## config.mk

```make
export PLATFORM = sky130hd
export DESIGN_NAME = radix_walker
export DESIGN_NICKNAME = d
export VERILOG_FILES = /design/src/rtl/radix_walk_pkg.sv /design/src/rtl/radix_cfg_check.sv /design/src/rtl/radix_slot_addr.sv /design/src/rtl/radix_leaf_form.sv /design/src/rtl/radix_walker.sv
export SDC_FILE = /design/constraint.sdc
export NUM_CORES = 1
export LEC_CHECK = 0
export BUFFER_PORTS_ARGS = -buffer_cell sky130_fd_sc_hd__buf_2
export CAP_MARGIN = 20
export CORE_AREA = 3 3 263 265
export DETAILED_ROUTE_END_ITERATION = 10
export DIE_AREA = 0 0 266 268
export GPL_TIMING_DRIVEN = 1
export PLACE_DENSITY_LB_ADDON = 0.05
export SLEW_MARGIN = 20
export SYNTH_ARGS = -nofsm -noshare
export SYNTH_HDL_FRONTEND = slang
export SYNTH_SLANG_ARGS = --single-unit
```

## constraint.sdc

```tcl
create_clock -name clk -period 7.8 [get_ports clk]
set_input_delay 0.39 -clock clk [delete_from_list [all_inputs] [get_ports clk]]
set_output_delay 0.39 -clock clk [all_outputs]
set_load 0.05 [all_outputs]
```

## src/rtl/radix_walk_pkg.sv

```systemverilog
package radix_walk_pkg;
  parameter int AW        = 64;
  parameter int ISZ_W     = 5;
  parameter int SZ_W      = 7;
  parameter int LVL_W     = 3;
  parameter int ROOT_SIZE = 52;
  parameter int ROOT_ISZ  = 13;
  parameter int MID_ISZ   = 9;
  parameter int ALT_ISZ   = 5;
  parameter int LAST_LVL  = 3;

  localparam int VALID_BIT = AW - 1;
  localparam int LEAF_BIT  = AW - 2;

  localparam logic [AW-1:0] NEXT_BASE_MASK = 64'h00FF_FFFF_FFFF_FF00;
  localparam logic [AW-1:0] PAGE_NUM_MASK  = 64'h00FF_FFFF_FFFF_F000;

  typedef enum logic [1:0] {
    CAUSE_NONE   = 2'd0,
    CAUSE_BADCFG = 2'd1,
    CAUSE_NOPTE  = 2'd2
  } cause_e;

  typedef enum logic [1:0] {
    W_IDLE  = 2'd0,
    W_CHECK = 2'd1,
    W_WAIT  = 2'd2
  } wstate_e;
endpackage

```

## src/rtl/radix_cfg_check.sv

```systemverilog
module radix_cfg_check
  import radix_walk_pkg::*;
(
  input  logic [LVL_W-1:0] level,
  input  logic [SZ_W-1:0]  remaining,
  input  logic [ISZ_W-1:0] isz,
  output logic             cfg_ok
);
  localparam logic [SZ_W-1:0]  RootSz  = SZ_W'(ROOT_SIZE);
  localparam logic [ISZ_W-1:0] RootIsz = ISZ_W'(ROOT_ISZ);
  localparam logic [ISZ_W-1:0] MidIsz  = ISZ_W'(MID_ISZ);
  localparam logic [ISZ_W-1:0] AltIsz  = ISZ_W'(ALT_ISZ);

  always_comb begin
    if (level == '0) begin
      cfg_ok = (remaining == RootSz) && (isz == RootIsz);
    end else if (level < LVL_W'(LAST_LVL)) begin
      cfg_ok = (isz == MidIsz);
    end else if (level == LVL_W'(LAST_LVL)) begin
      cfg_ok = (isz == MidIsz) || (isz == AltIsz);
    end else begin
      cfg_ok = 1'b0;
    end
  end
endmodule

```

## src/rtl/radix_slot_addr.sv

```systemverilog
module radix_slot_addr
  import radix_walk_pkg::*;
(
  input  logic [AW-1:0]    ea,
  input  logic [AW-1:0]    base,
  input  logic [SZ_W-1:0]  remaining,
  input  logic [ISZ_W-1:0] isz,
  output logic [AW-1:0]    slot_addr
);
  localparam logic [AW-1:0] One = {{(AW-1){1'b0}}, 1'b1};

  logic [SZ_W-1:0] shift_amt;
  logic [SZ_W-1:0] align_bits;
  logic [AW-1:0]   idx_mask;
  logic [AW-1:0]   align_mask;
  logic [AW-1:0]   idx;

  always_comb begin
    shift_amt  = remaining - {{(SZ_W-ISZ_W){1'b0}}, isz};
    align_bits = {{(SZ_W-ISZ_W){1'b0}}, isz} + SZ_W'(3);
    idx_mask   = (One << isz) - One;
    align_mask = (One << align_bits) - One;
    idx        = (ea >> shift_amt) & idx_mask;
    slot_addr  = (base & ~align_mask) + {idx[AW-4:0], 3'b000};
  end
endmodule

```

## src/rtl/radix_leaf_form.sv

```systemverilog
module radix_leaf_form
  import radix_walk_pkg::*;
(
  input  logic [AW-1:0]   pte,
  input  logic [AW-1:0]   ea,
  input  logic [SZ_W-1:0] remaining,
  output logic [AW-1:0]   real_addr
);
  localparam logic [AW-1:0] One = {{(AW-1){1'b0}}, 1'b1};

  logic [AW-1:0] low_mask;

  always_comb begin
    low_mask  = (One << remaining) - One;
    real_addr = (pte & PAGE_NUM_MASK & ~low_mask) | (ea & low_mask);
  end
endmodule

```

## src/rtl/radix_walker.sv

```systemverilog
module radix_walker
  import radix_walk_pkg::*;
(
  input  logic             clk,
  input  logic             rst_n,
  input  logic             start,
  input  logic [63:0]      ea,
  input  logic [63:0]      root_base,
  input  logic [4:0]       root_isz,
  input  logic [6:0]       addr_size,
  output logic             rd_req,
  output logic [63:0]      rd_addr,
  input  logic             rd_valid,
  input  logic [63:0]      rd_data,
  output logic             done,
  output logic             fault,
  output logic [1:0]       fault_cause,
  output logic [63:0]      real_addr,
  output logic [6:0]       page_size,
  output logic [63:0]      leaf_pte
);
  wstate_e          state_q, state_d;
  logic [AW-1:0]    ea_q, ea_d;
  logic [AW-1:0]    addr_q, addr_d;
  logic [SZ_W-1:0]  rem_q, rem_d;
  logic [ISZ_W-1:0] isz_q, isz_d;
  logic [LVL_W-1:0] lvl_q, lvl_d;
  logic             done_q, done_d;
  logic             fault_q, fault_d;
  cause_e           cause_q, cause_d;
  logic [AW-1:0]    ra_q, ra_d;
  logic [SZ_W-1:0]  psize_q, psize_d;
  logic [AW-1:0]    pte_q, pte_d;
  logic             res_en;

  // Shared datapath: one slot calculator, muxed between root start and next level
  logic             in_idle;
  logic [SZ_W-1:0]  rem_after;
  logic [ISZ_W-1:0] next_isz;
  logic [AW-1:0]    s_ea, s_base, slot;
  logic [SZ_W-1:0]  s_rem;
  logic [ISZ_W-1:0] s_isz;
  logic             cfg_ok;
  logic [AW-1:0]    leaf_ra;

  assign in_idle   = (state_q == W_IDLE);
  assign rem_after = rem_q - {{(SZ_W-ISZ_W){1'b0}}, isz_q};
  assign next_isz  = rd_data[ISZ_W-1:0];
  assign s_ea      = in_idle ? ea        : ea_q;
  assign s_base    = in_idle ? root_base : (rd_data & NEXT_BASE_MASK);
  assign s_rem     = in_idle ? addr_size : rem_after;
  assign s_isz     = in_idle ? root_isz  : next_isz;

  radix_slot_addr u_slot (
    .ea(s_ea), .base(s_base), .remaining(s_rem), .isz(s_isz), .slot_addr(slot)
  );

  radix_cfg_check u_cfg (
    .level(lvl_q), .remaining(rem_q), .isz(isz_q), .cfg_ok(cfg_ok)
  );

  radix_leaf_form u_leaf (
    .pte(rd_data), .ea(ea_q), .remaining(rem_after), .real_addr(leaf_ra)
  );

  always_comb begin
    state_d = state_q;
    ea_d    = ea_q;
    addr_d  = addr_q;
    rem_d   = rem_q;
    isz_d   = isz_q;
    lvl_d   = lvl_q;
    done_d  = 1'b0;
    fault_d = 1'b0;
    cause_d = CAUSE_NONE;
    ra_d    = ra_q;
    psize_d = psize_q;
    pte_d   = pte_q;
    res_en  = 1'b0;
    rd_req  = 1'b0;
    unique case (state_q)
      W_IDLE: begin
        if (start) begin
          ea_d    = ea;
          rem_d   = addr_size;
          isz_d   = root_isz;
          lvl_d   = '0;
          addr_d  = slot;
          state_d = W_CHECK;
        end
      end
      W_CHECK: begin
        if (cfg_ok) begin
          rd_req  = 1'b1;
          state_d = W_WAIT;
        end else begin
          fault_d = 1'b1;
          cause_d = CAUSE_BADCFG;
          state_d = W_IDLE;
        end
      end
      W_WAIT: begin
        if (rd_valid) begin
          if (!rd_data[VALID_BIT]) begin
            fault_d = 1'b1;
            cause_d = CAUSE_NOPTE;
            state_d = W_IDLE;
          end else if (rd_data[LEAF_BIT]) begin
            res_en  = 1'b1;
            ra_d    = leaf_ra;
            psize_d = rem_after;
            pte_d   = rd_data;
            done_d  = 1'b1;
            state_d = W_IDLE;
          end else begin
            rem_d   = rem_after;
            isz_d   = next_isz;
            lvl_d   = (lvl_q == '1) ? lvl_q : lvl_q + LVL_W'(1);
            addr_d  = slot;
            state_d = W_CHECK;
          end
        end
      end
      default: state_d = W_IDLE;
    endcase
  end

  always_ff @(posedge clk or negedge rst_n) begin
    if (!rst_n) begin
      state_q <= W_IDLE;
      ea_q    <= '0;
      addr_q  <= '0;
      rem_q   <= '0;
      isz_q   <= '0;
      lvl_q   <= '0;
      done_q  <= 1'b0;
      fault_q <= 1'b0;
      cause_q <= CAUSE_NONE;
    end else begin
      state_q <= state_d;
      ea_q    <= ea_d;
      addr_q  <= addr_d;
      rem_q   <= rem_d;
      isz_q   <= isz_d;
      lvl_q   <= lvl_d;
      done_q  <= done_d;
      fault_q <= fault_d;
      cause_q <= cause_d;
    end
  end

  always_ff @(posedge clk or negedge rst_n) begin
    if (!rst_n) begin
      ra_q    <= '0;
      psize_q <= '0;
      pte_q   <= '0;
    end else if (res_en) begin
      ra_q    <= ra_d;
      psize_q <= psize_d;
      pte_q   <= pte_d;
    end
  end

  assign rd_addr     = addr_q;
  assign done        = done_q;
  assign fault       = fault_q;
  assign fault_cause = cause_q;
  assign real_addr   = ra_q;
  assign page_size   = psize_q;
  assign leaf_pte    = pte_q;
endmodule

```

==> run summary <==
The run finished with clean final reports. The final count of negative-setup-slack endpoints came out at 0. The per-cell routed wire length came out at between 20 and 30 um. Across the routed clock network, the largest skew measured is 0.0167 ns. The transition at the pin with the smallest max-transition slack is between 1 and 1.5 ns.

In this run the number of H-tree levels came out at 2. The vertical die dimension came out at roughly 270 um. The total met2 wirelength after detailed routing is a little over 50 mm. The number of violations reported at the end of detailed-routing iteration 0 is about 1900.

The fraction of the mapped netlist area in simple logic gates is 0.210. The hold violation total from the final report was 0. The vias per cell is between 5 and 6.

The initial cell density of the core came out at 0.349. Across the run, the number of max-cap violations was 0. Entering global routing, the biggest net connects between 150 and 200 pins.

From left edge to right edge, the die measures between 200 and 300 um. The number of synthesized flops with an enable pin came out at 0. The cell that appears most often on the critical path is sky130_fd_sc_hd__buf_4. The xor/xnor share of the synthesized area came out at 0.0379. The overall track demand over capacity in global routing came out at 0.292. The mean instance size in the synthesized netlist is about 8.3 um2.

After synthesis, the largest family of logic cells by area is simple AND/OR/NAND/NOR gates. After technology mapping, the gate count stands at 2826. The number of sinks on the clock net came out at ~280.

Signal routing reaches up to met5. The initial antenna violation count came out at 6. The first global-routing pass estimated between 150 and 200 mm of wire. The root buffer cell chosen for the clock tree is sky130_fd_sc_hd__clkbuf_16. For this run, design rule violations remaining after detail routing come to 0. The core area is ~67000 um2. The number of warning messages in the yosys log is 0. The mux contribution to synthesized area came out at 0.170. The kind of start point of the critical path is a register. Along the worst path, the maximum fanout reaches 25. The post-synthesis cell area came out at roughly 23000 um2. On the worst path, the slowest cell contributes a delay of around 0.46 ns. Summed over all instances, the cell type with the most area after synthesis is sky130_fd_sc_hd__dfrtp_1. After floorplanning, the core was divided into 95 placement rows. The total count of max-transition violations in the final report was 0.

The number of setup buffers added after CTS is 0. Yosys attributes the largest share of cell area to sky130_fd_sc_hd__dfrtp_1 (30%), sky130_fd_sc_hd__nand2_1 (10%), sky130_fd_sc_hd__mux2i_1 (6.0%). The share of post-route cells with drive strength above 1 came out at 0.263.

For this block, wires on met1 add up to 47.2 mm. The count of fill cells added during filler insertion came out at approximately 7000. The count of boundary I/O pins came out at around 410. The remaining global-route overflow is 0. TritonCTS built the clock tree. The maximum frequency from static timing analysis is about 0.14 GHz.

The total detailed-routing wirelength is about 110 mm. The clock passes through at most 3 buffers. The post-layout net count is around 3600. The worst relative slew slack is 0.266.

The min-delay analysis places its worst path in the category in -> reg. The fraction of the cycle the final worst path needs came out at 0.942. In this run the tool buffered the top-level ports with between 400 and 500 buffer cells. The minimum clock period came out at roughly 7.3 ns. The worst reg-to-reg setup slack came out at about 0.46 ns. The number of nets still failing antenna checks after routing came out at 0. The synthesized-area fraction occupied by adder cells is 0.0460. The routed design uses around 5.5 mm of met3 wire.

The clock slew seen by the registers of the worst setup and hold paths is around 0.060 ns. The number of global-route vias before repair came to around 23000. The async set-reset flop share out of synthesis is 1.00. The number of iterations in the first detailed-routing pass came out at 6.

The worst path arrival time came out at between 7 and 8 ns. The total of flip-flops plus latches after synthesis came out at ~280. On the critical path, the stage with the largest delay is an instance of sky130_fd_sc_hd__fa_1. The via count of the routed design came out at between 20000 and 25000. For this run, the leading register cell type out of synthesis is sky130_fd_sc_hd__dfrtp_1. After legalization and detailed placement, the total HPWL measured ~86 mm. The critical path in this run is classified as reg -> reg. STA classifies the critical path endpoint as a register.

The area of the die came out at just over 70000 um2. From synthesis to final layout, the design area changed by 21.8%. The clock latency on the worst-skew pair is approximately 0.57 ns.

The sequential fraction of the synthesis area is 0.303. The final worst hold slack is approximately 0.026 ns. Setup total negative slack on the finished layout was measured at 0 ns. The synthesized-area fraction occupied by ao, oa, aoi and oai cells is 0.190. At the end of routability-driven placement, the weighted congestion stood at roughly 0.98.

The total CTS buffers is 35. The area share of the leading cell type in the synthesized netlist came out at 0.303. Setup repair after global routing left no endpoint under its margin. The endpoint required time on the critical path came out at 8.23 ns. Counting distinct cell types in the post-synthesis netlist gives 107.
[critical path: cells and delay by family (launching register included)]
family                     cells  cell delay [ns]
AOI/OAI and AO/OA             13             2.98
xor gates and xnor gates       3             0.80
adders and majority gates      4             1.24
buffers and inverters          6             1.09
DFF                            1             0.37
and+or+nand+nor                4             0.69
[metrics by stage]
stage               cells   util  area [um2]  setup slack [ns]
CTS                  4175  0.424       28500             0.458
detailed placement   4112  0.406       27200             0.504
floorplan            2841      -       23400             0.106
global placement     4112  0.406       27200             0.536
global route         4176  0.425       28500            0.0474
finish               4181  0.425       28500             0.456
[what timing repair did]
item,in CTS,in global routing
hold buffers,5,0
hold endpoints to repair,73,0
gates resized for setup,0,0
[routing by layer]
layer,track usage,vias up
li1,-,11100
met1,0.397,11500
met2,0.486,742
met3,0.0408,155
met4,0.0865,6
met5,0,-
[synthesized netlist by cell type (24+ instances only)]
library cell and count:
sky130_fd_sc_hd__mux2i_1 140, sky130_fd_sc_hd__xnor2_1 54, sky130_fd_sc_hd__nor3_1 68, sky130_fd_sc_hd__clkbuf_1 138, sky130_fd_sc_hd__o211ai_1 24, sky130_fd_sc_hd__a31oi_1 26, sky130_fd_sc_hd__nor2_1 201, sky130_fd_sc_hd__nand2_1 647
sky130_fd_sc_hd__xor2_1 33, sky130_fd_sc_hd__nand3_1 46, sky130_fd_sc_hd__dfrtp_1 283, sky130_fd_sc_hd__a21o_1 35, sky130_fd_sc_hd__mux4_2 59, sky130_fd_sc_hd__a211oi_1 36, sky130_fd_sc_hd__ha_1 81, sky130_fd_sc_hd__mux2_2 103
sky130_fd_sc_hd__nand4_1 34, sky130_fd_sc_hd__inv_1 52, sky130_fd_sc_hd__a21oi_1 159, sky130_fd_sc_hd__o21bai_1 24, sky130_fd_sc_hd__o21ai_0 217
[cells in the final DEF, fill, tap and decap left out, drive strengths merged, types with 24 or more instances in the layout]
cell type,synthesis,layout
mux2,106,106
nand4,36,36
o21ai,237,237
o31ai,25,25
nor2,203,203
o211ai,26,26
ha,81,81
mux2i,142,142
nor3,76,76
buf,45,581
nand2,648,648
o21bai,24,24
a211oi,38,38
clkbuf,138,49
nand3,49,49
a21o,35,35
mux4,59,59
dfrtp,283,283
inv,56,58
xor2,37,37
xnor2,57,57
a21oi,161,161
a31oi,27,27
[flip-flops by register name (all words and copies together), names as in the netlist, 3 cells and up]
register	cells
rd_addr	64
leaf_pte	63
page_size	7
real_addr	64
ea_q	64
isz_q	5
lvl_q	3
rem_q	7
[kinds of logic (layout without fill, tap and decap cells)]
logic type / after synthesis / count (layout)
mux: 307 / 307
other cells: 2 / 23
buf+inv: 241 / 702
compound gates: 691 / 691
flops: 283 / 283
simple gates: 1123 / 1123
xor+xnor: 94 / 94
fa+ha+maj: 85 / 85
[worst paths after layout]
| path | startpoint | to | depth (start not counted) |
|---|---|---|---|
| max | rem_q[0] | rd_addr[63] | 30 |
| min | rd_data[61] | leaf_pte[61] | 3 |
| max reg2reg | rem_q[0] | rd_addr[63] | 30 |
| min reg2reg | rd_addr[38] | rd_addr[38] | 2 |
| max in group asynchronous | rst_n | real_addr[22] | 4 |
| min in group asynchronous | rst_n | rd_addr[56] | 2 |
[area by class of cell]
cell class                 instances  area (um2)  area share
multi-input combinational       2317       15400       0.541
timing repair buffer             586        3500       0.123
antenna                            6        15.0    0.000527
tap                              873        1090      0.0384
clock buffer                      49        1040      0.0366
clock inverter                     9         116     0.00409
inverter                          58         218     0.00765
sequential                       283        7080       0.249
Power is not shown: default switching activity piles up to over one toggle a cycle in this logic, so the estimate is an artifact.
